$ cat config.mk
export PLATFORM = sky130hd
export DESIGN_NAME = ext_irq_router
export DESIGN_NICKNAME = d
export VERILOG_FILES = /design/src/rtl/eir_pkg.sv /design/src/rtl/eir_cfg_regs.sv /design/src/rtl/eir_line.sv /design/src/rtl/eir_irq_split.sv /design/src/rtl/ext_irq_router.sv
export SDC_FILE = /design/constraint.sdc
export NUM_CORES = 1
export LEC_CHECK = 0
export ABC_AREA = 1
export BUFFER_PORTS_ARGS = -buffer_cell sky130_fd_sc_hd__buf_2
export CAP_MARGIN = 20
export CORE_UTILIZATION = 35
export DETAILED_ROUTE_END_ITERATION = 10
export MAX_ROUTING_LAYER = met4
export PLACE_DENSITY = 0.65
export SLEW_MARGIN = 5
export SYNTH_ARGS = -nofsm -noshare
export SYNTH_HDL_FRONTEND = slang
export SYNTH_SLANG_ARGS = --single-unit
$ cat constraint.sdc
create_clock -name clk -period 1.64 [get_ports clk]
set_input_delay 0 -clock clk [delete_from_list [all_inputs] [get_ports clk]]
set_output_delay 0 -clock clk [all_outputs]
set_load 0.01 [all_outputs]
$ cat src/rtl/eir_pkg.sv
package eir_pkg;

    localparam int NUM_LINES     = 16;
    localparam int NUM_PORTS     = 6;
    localparam int PINS_PER_PORT = 16;
    localparam int ADDR_W        = 12;
    localparam int DATA_W        = 32;
    localparam int SEL_FIELD_W   = 4;
    localparam int PORT_IDX_W    = 3;
    localparam int FIELDS_PER_WORD = DATA_W / SEL_FIELD_W;

    localparam logic [ADDR_W-1:0] A_SEL_LO = 12'h100;
    localparam logic [ADDR_W-1:0] A_SEL_HI = 12'h104;
    localparam logic [ADDR_W-1:0] A_RISE   = 12'h108;
    localparam logic [ADDR_W-1:0] A_FALL   = 12'h10C;
    localparam logic [ADDR_W-1:0] A_ENABLE = 12'h110;
    localparam logic [ADDR_W-1:0] A_FLAGS  = 12'h114;
    localparam logic [ADDR_W-1:0] A_FSET   = 12'h118;
    localparam logic [ADDR_W-1:0] A_FCLR   = 12'h11C;

    typedef enum logic [3:0] {
        RG_NONE,
        RG_SEL_LO,
        RG_SEL_HI,
        RG_RISE,
        RG_FALL,
        RG_ENABLE,
        RG_FLAGS,
        RG_FSET,
        RG_FCLR
    } reg_id_e;

    typedef struct packed {
        logic [PORT_IDX_W-1:0] port;
        logic                  rise;
        logic                  fall;
    } line_cfg_t;

    function automatic reg_id_e decode_addr(input logic [ADDR_W-1:0] a);
        reg_id_e r;
        case (a)
            A_SEL_LO: r = RG_SEL_LO;
            A_SEL_HI: r = RG_SEL_HI;
            A_RISE:   r = RG_RISE;
            A_FALL:   r = RG_FALL;
            A_ENABLE: r = RG_ENABLE;
            A_FLAGS:  r = RG_FLAGS;
            A_FSET:   r = RG_FSET;
            A_FCLR:   r = RG_FCLR;
            default:  r = RG_NONE;
        endcase
        return r;
    endfunction

    function automatic logic [PORT_IDX_W-1:0] port_of(input logic [SEL_FIELD_W-1:0] field);
        return field[PORT_IDX_W-1:0];
    endfunction

endpackage

$ cat src/rtl/eir_cfg_regs.sv
module eir_cfg_regs
    import eir_pkg::*;
#(
    parameter int LINES = NUM_LINES,
    parameter int AW    = ADDR_W,
    parameter int DW    = DATA_W
) (
    input  logic                 clk,
    input  logic                 rst,
    input  logic [AW-1:0]        bus_addr,
    input  logic [DW-1:0]        bus_wdata,
    input  logic                 bus_we,
    input  logic [LINES-1:0]     flags_i,
    output line_cfg_t [LINES-1:0] cfg_o,
    output logic [LINES-1:0]     enable_o,
    output logic [LINES-1:0]     sw_set_o,
    output logic [LINES-1:0]     sw_clr_o,
    output logic [DW-1:0]        rdata_o
);

    localparam int FPW = DW / SEL_FIELD_W;

    logic [DW-1:0]    sel_lo_q, sel_hi_q;
    logic [LINES-1:0] rise_q, fall_q, enable_q;
    reg_id_e          reg_id;

    assign reg_id = decode_addr(bus_addr);

    always_ff @(posedge clk) begin
        if (rst) begin
            sel_lo_q <= '0;
            sel_hi_q <= '0;
            rise_q   <= '0;
            fall_q   <= '0;
            enable_q <= '0;
        end else if (bus_we) begin
            case (reg_id)
                RG_SEL_LO: sel_lo_q <= bus_wdata;
                RG_SEL_HI: sel_hi_q <= bus_wdata;
                RG_RISE:   rise_q   <= bus_wdata[LINES-1:0];
                RG_FALL:   fall_q   <= bus_wdata[LINES-1:0];
                RG_ENABLE: enable_q <= bus_wdata[LINES-1:0];
                default: ;
            endcase
        end
    end

    always_comb begin
        sw_set_o = '0;
        sw_clr_o = '0;
        if (bus_we && reg_id == RG_FSET) sw_set_o = bus_wdata[LINES-1:0];
        if (bus_we && reg_id == RG_FCLR) sw_clr_o = bus_wdata[LINES-1:0];
    end

    for (genvar n = 0; n < LINES; n++) begin : g_cfg
        if (n < FPW) begin : g_lo
            assign cfg_o[n].port = port_of(sel_lo_q[SEL_FIELD_W*n +: SEL_FIELD_W]);
        end else begin : g_hi
            assign cfg_o[n].port = port_of(sel_hi_q[SEL_FIELD_W*(n-FPW) +: SEL_FIELD_W]);
        end
        assign cfg_o[n].rise = rise_q[n];
        assign cfg_o[n].fall = fall_q[n];
    end

    assign enable_o = enable_q;

    always_comb begin
        case (reg_id)
            RG_SEL_LO: rdata_o = sel_lo_q;
            RG_SEL_HI: rdata_o = sel_hi_q;
            RG_RISE:   rdata_o = DW'(rise_q);
            RG_FALL:   rdata_o = DW'(fall_q);
            RG_ENABLE: rdata_o = DW'(enable_q);
            RG_FLAGS:  rdata_o = DW'(flags_i);
            default:   rdata_o = '0;
        endcase
    end

    // configuration is empty the cycle after reset
    p_reset_cfg_r1: assert property (@(posedge clk) disable iff (rst)
        $past(rst) |-> (sel_lo_q == '0 && sel_hi_q == '0 && rise_q == '0 &&
                        fall_q == '0 && enable_q == '0));

    // a write to the set alias leaves every written bit set in the flags
    p_set_alias_r6: assert property (@(posedge clk) disable iff (rst)
        (bus_we && bus_addr == A_FSET) |=>
            ((flags_i & $past(bus_wdata[LINES-1:0])) == $past(bus_wdata[LINES-1:0])));

    // masks never hold bits above the line count on readback
    p_mask_upper_zero_r2: assert property (@(posedge clk) disable iff (rst)
        (bus_addr == A_RISE || bus_addr == A_FALL || bus_addr == A_ENABLE) |->
            rdata_o[DW-1:LINES] == '0);

endmodule

$ cat src/rtl/eir_line.sv
module eir_line
    import eir_pkg::*;
#(
    parameter int PORTS = NUM_PORTS,
    parameter int PW    = PORT_IDX_W
) (
    input  logic             clk,
    input  logic             rst,
    input  logic [PORTS-1:0] pin_col,
    input  logic [PW-1:0]    port_sel,
    input  logic             rise_en,
    input  logic             fall_en,
    input  logic             sw_set,
    input  logic             sw_clr,
    output logic             flag_o
);

    logic          cur_lvl;
    logic          prev_q;
    logic          armed_q;
    logic [PW-1:0] sel_seen_q;
    logic          flag_q;
    logic          reload;
    logic          hw_set;

    always_comb begin
        cur_lvl = 1'b0;
        for (int p = 0; p < PORTS; p++) begin
            if (port_sel == PW'(p)) cur_lvl = pin_col[p];
        end
    end

    assign reload = !armed_q || (port_sel != sel_seen_q);
    assign hw_set = !reload &&
                    ((rise_en && cur_lvl && !prev_q) ||
                     (fall_en && !cur_lvl && prev_q));

    always_ff @(posedge clk) begin
        if (rst) begin
            prev_q     <= 1'b0;
            armed_q    <= 1'b0;
            sel_seen_q <= '0;
            flag_q     <= 1'b0;
        end else begin
            prev_q     <= cur_lvl;
            armed_q    <= 1'b1;
            sel_seen_q <= port_sel;
            flag_q     <= hw_set || sw_set || (flag_q && !sw_clr);
        end
    end

    assign flag_o = flag_q;

    // a set flag survives until a clear arrives
    p_sticky_r5: assert property (@(posedge clk) disable iff (rst)
        (flag_q && !sw_clr) |=> flag_q);

    // a detected edge beats a simultaneous clear
    p_hw_wins_r7: assert property (@(posedge clk) disable iff (rst)
        hw_set |=> flag_q);

    // a clear with nothing setting leaves the flag low
    p_clear_r6: assert property (@(posedge clk) disable iff (rst)
        (sw_clr && !hw_set && !sw_set) |=> !flag_q);

    // a port reselection alone does not raise the flag
    p_reselect_quiet_r8: assert property (@(posedge clk) disable iff (rst)
        (!flag_q && !sw_set && port_sel != $past(port_sel)) |=> !flag_q);

endmodule

$ cat src/rtl/eir_irq_split.sv
module eir_irq_split #(
    parameter int LINES = eir_pkg::NUM_LINES
) (
    input  logic             clk,
    input  logic             rst,
    input  logic [LINES-1:0] flags_i,
    input  logic [LINES-1:0] enable_i,
    output logic             irq_even_o,
    output logic             irq_odd_o
);

    logic [LINES-1:0] even_mask, odd_mask, pending;

    for (genvar n = 0; n < LINES; n++) begin : g_par
        assign even_mask[n] = (n % 2 == 0);
        assign odd_mask[n]  = (n % 2 == 1);
    end

    assign pending    = flags_i & enable_i;
    assign irq_even_o = |(pending & even_mask);
    assign irq_odd_o  = |(pending & odd_mask);

    // with every enable off neither request can be raised
    p_masked_quiet_r9: assert property (@(posedge clk) disable iff (rst)
        (enable_i == '0) |-> (!irq_even_o && !irq_odd_o));

endmodule

$ cat src/rtl/ext_irq_router.sv
module ext_irq_router
    import eir_pkg::*;
#(
    parameter int LINES  = NUM_LINES,
    parameter int PORTS  = NUM_PORTS,
    parameter int PPORT  = PINS_PER_PORT,
    parameter int AW     = ADDR_W,
    parameter int DW     = DATA_W
) (
    input  logic                   clk,
    input  logic                   rst,
    input  logic [PORTS*PPORT-1:0] pin_lvl,
    input  logic [AW-1:0]          bus_addr,
    input  logic [DW-1:0]          bus_wdata,
    input  logic                   bus_we,
    output logic [DW-1:0]          bus_rdata,
    output logic                   irq_even,
    output logic                   irq_odd
);

    line_cfg_t [LINES-1:0] cfg;
    logic [LINES-1:0]      enable, sw_set, sw_clr, flags;

    eir_cfg_regs #(.LINES(LINES), .AW(AW), .DW(DW)) u_regs (
        .clk       (clk),
        .rst       (rst),
        .bus_addr  (bus_addr),
        .bus_wdata (bus_wdata),
        .bus_we    (bus_we),
        .flags_i   (flags),
        .cfg_o     (cfg),
        .enable_o  (enable),
        .sw_set_o  (sw_set),
        .sw_clr_o  (sw_clr),
        .rdata_o   (bus_rdata)
    );

    for (genvar n = 0; n < LINES; n++) begin : g_line
        logic [PORTS-1:0] col;
        for (genvar p = 0; p < PORTS; p++) begin : g_col
            assign col[p] = pin_lvl[p*PPORT + n];
        end
        eir_line #(.PORTS(PORTS), .PW(PORT_IDX_W)) u_line (
            .clk      (clk),
            .rst      (rst),
            .pin_col  (col),
            .port_sel (cfg[n].port),
            .rise_en  (cfg[n].rise),
            .fall_en  (cfg[n].fall),
            .sw_set   (sw_set[n]),
            .sw_clr   (sw_clr[n]),
            .flag_o   (flags[n])
        );
    end

    eir_irq_split #(.LINES(LINES)) u_irq (
        .clk        (clk),
        .rst        (rst),
        .flags_i    (flags),
        .enable_i   (enable),
        .irq_even_o (irq_even),
        .irq_odd_o  (irq_odd)
    );

    // both requests are low right after reset
    p_reset_irq_r1: assert property (@(posedge clk) disable iff (rst)
        $past(rst) |-> (!irq_even && !irq_odd));

endmodule

Yosys cells after proc, flatten, opt, wreduce, memory -nomap -nowiden:

Cells that the tools add are included.
Widths: inputs -> output; s select.

* equality and inequality tests: 112
* muxes and demuxes: 101
* bitwise gates (word level): 1
* reduce and logical (&&, ||, !) cells: 250

Operators with widths (number)
* $pmux 32 s6: 1
* $logic_and 1x1->1: 98
* $mux 1: 97
* $eq 12x9->1 const B: 8
* $eq 3x2->1 const B: 32
* $eq 3x3->1 const B: 32
* $logic_not 1->1: 65
* $logic_or 1x1->1: 64
* $eq 3x1->1 const B: 16
* $logic_not 3->1: 16
* $ne 3x3->1: 16
* $mux 16: 2
* $pmux 4 s8: 1
* $and 16x16->16: 1
* $eq 4x3->1 const B: 4
* $reduce_or 8->1: 2
* $reduce_and 2->1: 5
* $eq 4x2->1 const B: 2
* $eq 4x1->1 const B: 1
* $eq 4x4->1 const B: 1

* register bits after elaboration: 193
* input bits: 143
* output and inout port bits: 34
* word-level logic and storage cells: 518

Logic depth before layout (Yosys ltp):

Gate-level depths: netlist (run 1).

* word-level depth: 14
* mapped depth: 12
* mapped depth without buffers: 11

Hierarchy:

A second synthesis (run 1) with hierarchy kept.

* cells, all modules: 1596
* area total of the unflattened synthesis: 11130.7 µm²

By module, submodules not included
* eir_cfg_regs: times used 1, cells an instance 830, area each 5833.1 µm², sequential area each 2242.2 µm²
* eir_line: times used 16, cells an instance 46, area each 324.1 µm², sequential area each 120.1 µm²
* eir_irq_split: times used 1, cells an instance 30, area each 112.6 µm², sequential area each 0.0 µm²

Worst setup path after synthesis (run 1):

OpenSTA, ideal clock, no wires.

* path type: register to register
* from: reg g_line[14].u_line.armed_q (netlist name)
* to: reg g_line[2].u_line.flag_q
* library setup time: 0.065 ns
* data arrival time: 1.183 ns
* data required time: 1.575 ns
* setup slack: 0.392 ns
* cell stages (with the launch flop): 9
* path through: dfxtp_1 > clkinv_1 > a21oi_1 > nand2_1 > nor3b_1 > nand2_1 > nor2_1 > nor2_1 > nor2_1

RTL lines
* end signal: assignment: line eir_line.sv:48 `flag_q <= hw_set || sw_set || (flag_q && !sw_clr);`
* end: declaration: line eir_line.sv:22 `logic flag_q;`

Worst setup path after layout (run 1):

* from: in bus_addr[10]
* to: out bus_rdata[14]

* word-level cells in the longest chain between the ends: 4

RTL lines
* start: declaration: line ext_irq_router.sv:13 `input logic [AW-1:0] bus_addr,`
* $eq 12x9->1: line eir_pkg.sv:41 `case (a)`
* $pmux 4 s8 (*): line eir_pkg.sv:41
* $eq 4x3->1 (tied with other cells): line eir_cfg_regs.sv:68 `case (reg_id)`
* $pmux 32 s6 (*): line eir_cfg_regs.sv:68
* end: declaration: line ext_irq_router.sv:16 `output logic [DW-1:0] bus_rdata,`

Every way passes the cells marked *; elsewhere a longest branch is shown, timed or not.

==> qor.csv, run 1 <==
metric,value,unit
netlist-cell-type-count,37,
status,"finished, final reports clean",
antenna_found_initial,0,
postSynthCellCount,1445,
vias,10136,
dieArea,28000,um2
clock-root-buffer,clkbuf_16,
worstPathArrival,1570,ps
max_clock_freq,0.637,GHz
dp_hpwl,22200,um
synth_top_cell_area_share,40.4,%
netSwitchingFraction,24.9,%
finish.utilization,45.4,%
fp-row-count,60,
rr_worst_depth,8,
cts_tree,done,
avgSynthCellArea,6.62,um2
p_sw,2510,uW
htree_levels,4,
rsz0062_at_grt,yes,
synth_top_area_cell,dfxtp_1,
holdPathStages,3,
io_pins,177,
worstPathMaxFanout,8,
grt_pass1_vias,9131,
area_growth,27.7,%
yosys_warnings,0,
r2r_slack,190,ps
synth.most_common_cell,nand2_1,
clkSinkCount,193,
grt_pass1_wl,48600,um
crit_type,in2out,
p_leak,0.00562,uW
worst_pin_slew,479,ps
slew_violations,0,
drt-initial-drc-count,742,
syn_area,9570,um2
die_x,167,um
pwr-share-seq,47.2,%
power.combinational.fraction,7.3,%
routedWlPerCell,15.3,um
power_density,824,nW/um2
drtAntennaViolNets,0,
clkTransAtPathRegs,80,ps
clockBufferDepth,2,
layout_min_cycle_time,1570,ps
hp-class,in2reg,
required,1640,ps
synth.area.top_cells,"dfxtp_1 40%, nand2_1 15%, inv_1 7.6%",
ys_seq_area_share,40.4,%
max-cap-violations,0,
relSlewSlack,68.1,%
die_y,167,um
stdcell_count,2030,
nFillCells,2759,
synth_top_flop_cell,dfxtp_1,
initial_core_util,35.6,%
wirelength,31200,um
synth-seq-cells,193,
finalWorstSetupSlack,69.1,ps
synth_common_cells,"370 x nand2_1, 193 x dfxtp_1, 193 x inv_1",
fin_worst_skew,14.6,ps
grt_usage,22.7,%
worstSkewPairLatency,440,ps
timing.final.crit_share,95.8,%
overflow,0,
final-setup-viol-count,0,
numCtsBuffers,17,
coreArea,26900,um2
clockPowerShare,45.5,%
synth_edf_count,0,
antenna_cells,0,
intPower,7550,uW
gp_congestion,0.923,
power,10100,uW
drc,0,
io_buffer_count,176,
placed_cells,1948,
pre_cts_slack,36.6,ps
drive_gt1_share,18.8,%
startpoint_type,primary input,
vias_per_cell,4.99,
async_flop_share,0,%
cp-end-kind,output port,
hold_viol,0,
ir_worst_vdd,0.675,mV
layout.nets,1819,
syn_nets,1588,
grt_max_degree,71,
drt_pass1_iterations,5,
-- critical path: stages --
cell	delay, ps
buf_2	100
inv_1	50
nand2_2	90
nor2_8	220
nand2_4	100
nand2_2	90
nand3_1	120
nor2_2	180
buf_6	160
nand2_1	120
o21ai_1	120
inv_1	50
nand2_1	50
buf_2	120
-- routing by layer --
| layer | track usage, % | wire length [um] | vias up |
|---|---|---|---|
| met5 | - | 0 | - |
| met3 | 3.19 | 1910 | 35 |
| met1 | 29.5 | 14100 | 4651 |
| met2 | 36.9 | 14600 | 372 |
| li1 | - | - | 5078 |
| met4 | 5.90 | 495 | 0 |
-- flip-flops by register name, summed over array words and instances (netlist names) --
| name | count |
|---|---|
| g_line.u_line.flag_o | 16 |
| u_regs.fall_q | 16 |
| u_regs.sel_lo_q | 32 |
| g_line.u_line.prev_q | 16 |
| u_regs.enable_o | 16 |
| u_regs.rise_q | 16 |
| u_regs.sel_hi_q | 32 |
| g_line.u_line.armed_q | 1 |
| g_line.u_line.sel_seen_q | 48 |
-- timing repair --
| action | 4_1_cts | 5_1_grt |
|---|---|---|
| endpoints found under the setup margin | 1 | 34 |
| hold endpoints to repair | 129 | 0 |
| pin swaps | 0 | 6 |
| buffers inserted | 0 | 4 |
| hold buffers | 46 | 0 |
| gates resized for setup | 1 | 21 |
-- cells by family (layout without fill, tap and decap cells) --
kind of cell	count (synthesis)	in the layout	share of synthesized area (%)
XOR/XNOR	14	14	1.28
AO/OA/AOI/OAI	303	303	17.6
buffers and inverters	255	499	10.6
flip-flops	193	193	40.4
AND/OR/NAND/NOR	680	680	30.1
-- path summary, 6_finish.rpt --
kind,from,end
max,bus_addr[10],bus_rdata[14]
min,pin_lvl[89],g_line[9].u_line.prev_q
max reg2reg,u_regs.sel_hi_q[24],g_line[14].u_line.flag_o
min reg2reg,u_regs.sel_lo_q[19],u_regs.sel_lo_q[19]
-- area by class of cell --
class / count / area (um2) / share of cell area (%)
Inverter: 201 / 756 / 6.19
Sequential cell: 193 / 3870 / 31.7
Clock inverter: 15 / 219 / 1.79
Multi-Input combinational cell: 997 / 4740 / 38.8
Clock buffer: 17 / 425 / 3.48
Timing Repair Buffer: 266 / 1780 / 14.5
Tap cell: 341 / 427 / 3.49
-- power by group through the flow --
| stage | logic, uW | clock network (uW) | registers, uW |
|---|---|---|---|
| finish | 738 | 4570 | 4750 |
| CTS | 728 | 4630 | 4750 |
| global route | 817 | 4830 | 4760 |
| floorplan | 322 | 0 | 4850 |
| detailed placement | 639 | 0 | 4860 |
| global placement | 635 | 0 | 4860 |
-- per-stage QoR --
stage / cell area (um2) / setup TNS [ps] / hold slack (ps)
6_report: 12200 / 0 / 16.6
5_1_grt: 12200 / -178 / 24.5
4_1_cts: 12100 / 0 / 6.86
3_5_place_dp: 11000 / 0 / 269
3_3_place_gp: 11000 / 0 / 264
2_1_floorplan: 9570 / 0 / 143
-- cell usage in the layout, fill, tap and decap left out, types with 3 or more instances in the layout --
cell / synthesis / routed
nor2_1: 161 / 158
nand3_2: 3 / 4
dlygate4sd3_1: 0 / 46
nor2_4: 3 / 5
dfxtp_1: 193 / 191
nor4_1: 5 / 5
buf_4: 7 / 34
buf_12: 0 / 7
xnor2_1: 7 / 7
nor3b_1: 4 / 4
inv_8: 0 / 4
inv_1: 193 / 191
buf_2: 9 / 175
a221oi_1: 4 / 3
nor2_2: 3 / 4
xor2_1: 7 / 7
or2_2: 23 / 23
nand3_1: 87 / 86
o21ai_1: 9 / 8
a211oi_1: 16 / 16
clkbuf_16: 0 / 17
o22ai_1: 19 / 17
inv_2: 7 / 8
a21oi_1: 136 / 136
nand4_1: 3 / 3
nand2_1: 370 / 369
o21ai_0: 90 / 90
nor3_1: 5 / 5
o211ai_1: 16 / 16
buf_6: 3 / 4
inv_6: 0 / 4
bufinv_16: 0 / 3
a22oi_1: 10 / 10
nand2_2: 8 / 7
nand2_4: 2 / 4
No activity file was read; power rests on OpenSTA's default activity.
==> run 2, diff against run 1 <==
Settings changed: PLACE_DENSITY 0.65 to default.
==> run 2 against run 1 <==
Net effect:
- clock skew down 6.1 ps
- power down 3.1%
- flip-flop and latch count unchanged
- die area unchanged
- global-route usage up 0.61 points
- critical path type is now reg2out
- cell area up 0.20%
- count of clock-buffer cells in the layout up 1
- utilization up 0.093 points
- final cell count up 0.49%
==> qor.csv, run 2 (same netlist as run 1, synthesis figures left out) <==
metric,value,unit
cp_cell_sequence,nand2_1 > nand2_1 > a221oi_1 > nand2_1 > buf_2,
cp-end-kind,output port,
slew_violations,0,
finalInstanceArea,12200,um2
clockPowerShare,43.7,%
die_x,167,um
worst_path_max_delay_cell,a221oi_1,
startpoint_type,flip-flop,
critPathMaxStageDelay,330,ps
timing.final.crit_share,97.6,%
required,1640,ps
status,"finished, final reports clean",
clkTransAtPathRegs,70,ps
worstSkewPairLatency,440,ps
io_pins,177,
vias,10043,
relSlewSlack,55.1,%
worst_pin_slew,674,ps
cts_tree,done,
netSwitchingFraction,24.4,%
mostFrequentLayoutCells,"369 x nand2_1, 193 x inv_1, 192 x dfxtp_1",
drtAntennaViolNets,0,
largest_reg_flops,48,
intPower,7380,uW
p_leak,0.00567,uW
holdWs,4.23,ps
power_density,797,nW/um2
rr_startpoint,u_regs.sel_lo_q[4],
drive_gt1_share,19.1,%
clock-root-buffer,clkbuf_16,
crit_path_start,g_line[10].u_line.flag_o,
grt_pass1_wl,49500,um
final-setup-viol-count,0,
hp-class,in2reg,
vias_per_cell,4.92,
layout.nets,1829,
clockBufferDepth,2,
antenna_found_initial,0,
clkSinkCount,193,
final_common_cell,nand2_1,
hold_viol,0,
antenna_cells,0,
drt_pass1_iterations,6,
grt_pass1_vias,9335,
power.combinational.fraction,7.6,%
largestRegisters,"g_line.u_line.sel_seen_q: 48 flops, u_regs.sel_hi_q: 32 flops, u_regs.sel_lo_q: 32 flops",
grt_max_degree,145,
coreArea,26900,um2
crit_type,reg2out,
grt_usage,23.3,%
overflow,0,
worstPathArrival,1600,ps
ir_worst_vdd,0.440,mV
layout_min_cycle_time,1600,ps
totalNegativeSetupSlack,0,ps
top_register,g_line.u_line.sel_seen_q,
fp-row-count,60,
rsz0062_at_grt,yes,
dieArea,28000,um2
drc,0,
pwr-share-seq,48.7,%
area_growth,27.9,%
wirelength,31700,um
dp_hpwl,22700,um
fin_worst_skew,8.50,ps
htree_levels,4,
p_sw,2380,uW
placed_cell_area,11100,um2
io_buffer_count,176,
drt-initial-drc-count,774,
timing.critical_path.mode_cell,nand2_1,
gp_congestion,0.924,
die_y,167,um
max-cap-violations,0,
max_clock_freq,0.625,GHz
initial_core_util,35.6,%
worstPathMaxFanout,3,
r2r_slack,140,ps
numCtsBuffers,17,
worstHoldStart,pin_lvl[86],
routedWlPerCell,15.5,um
==> run 2: cell types whose count changed in the layout (fill, tap and decap cells not counted), sizes merged <==
cell	previous run	this run
buf	220	231
dlygate4sd3	46	45
clkinv	5	6
clkbuf	17	18
bufinv	3	2
inv	207	206
==> run 2: cell type report <==
cell class                      count  area (um2)
Inverter                          201         754
Fill cell                        2824       14600
Sequential cell                   193        3860
Clock buffer                       18         439
Timing Repair Buffer              276        1860
Tap cell                          341         427
Multi-Input combinational cell    997        4740
Clock inverter                     14         151
==> run 2: layer usage <==
metal	share of wire [%]	track usage [%]	wire, um
met1	45	29.5	14300
met2	46	37.9	14600
met3	6.3	3.81	2000
met4	2.3	7.34	733
met5	0	-	0
==> run 2: final timing paths <==
check / end / cells past startpoint
setup / recovery: irq_even / 5
hold / removal: g_line[6].u_line.prev_q / 3
setup reg to reg: g_line[1].u_line.flag_o / 8
hold reg to reg: u_regs.sel_lo_q[31] / 2
==> run 2: power groups by stage <==
stage	logic, uW	clock network (uW)	registers [uW]
4_1_cts	730	4320	4750
3_3_place_gp	639	0	4860
3_5_place_dp	642	0	4860
5_1_grt	822	4510	4760
6_report	737	4270	4750
2_1_floorplan	322	0	4850
==> run 2: through the flow <==
step / worst slack, ps / instances / power, uW / util, %
final: 39.8 / 2040 / 9760 / 45.5
after global routing: -30.1 / 2040 / 10100 / 45.5
after CTS: 3.33 / 2037 / 9800 / 45.3
after detailed placement: -25.7 / 1960 / 5500 / 41.4
after global placement: -58.0 / 1960 / 5500 / 41.4
after floorplan: 392 / 1445 / 5170 / -
==> run 2: timing repair <==
action / in CTS / in global routing
hold buffers: 45 / 0
buffers inserted: 0 / 3
gates resized for setup: 2 / 12
hold endpoints to repair: 128 / 0
pin swaps: 0 / 5
endpoints found under the setup margin: 1 / 21
==> run 2: critical path, delay by kind of cell, from the launching register on <==
| kind | cells | cell delay, ps |
|---|---|---|
| buffers and inverters | 1 | 180 |
| AOI/OAI and AO/OA | 1 | 330 |
| and+or+nand+nor | 3 | 340 |
| DFF | 1 | 320 |
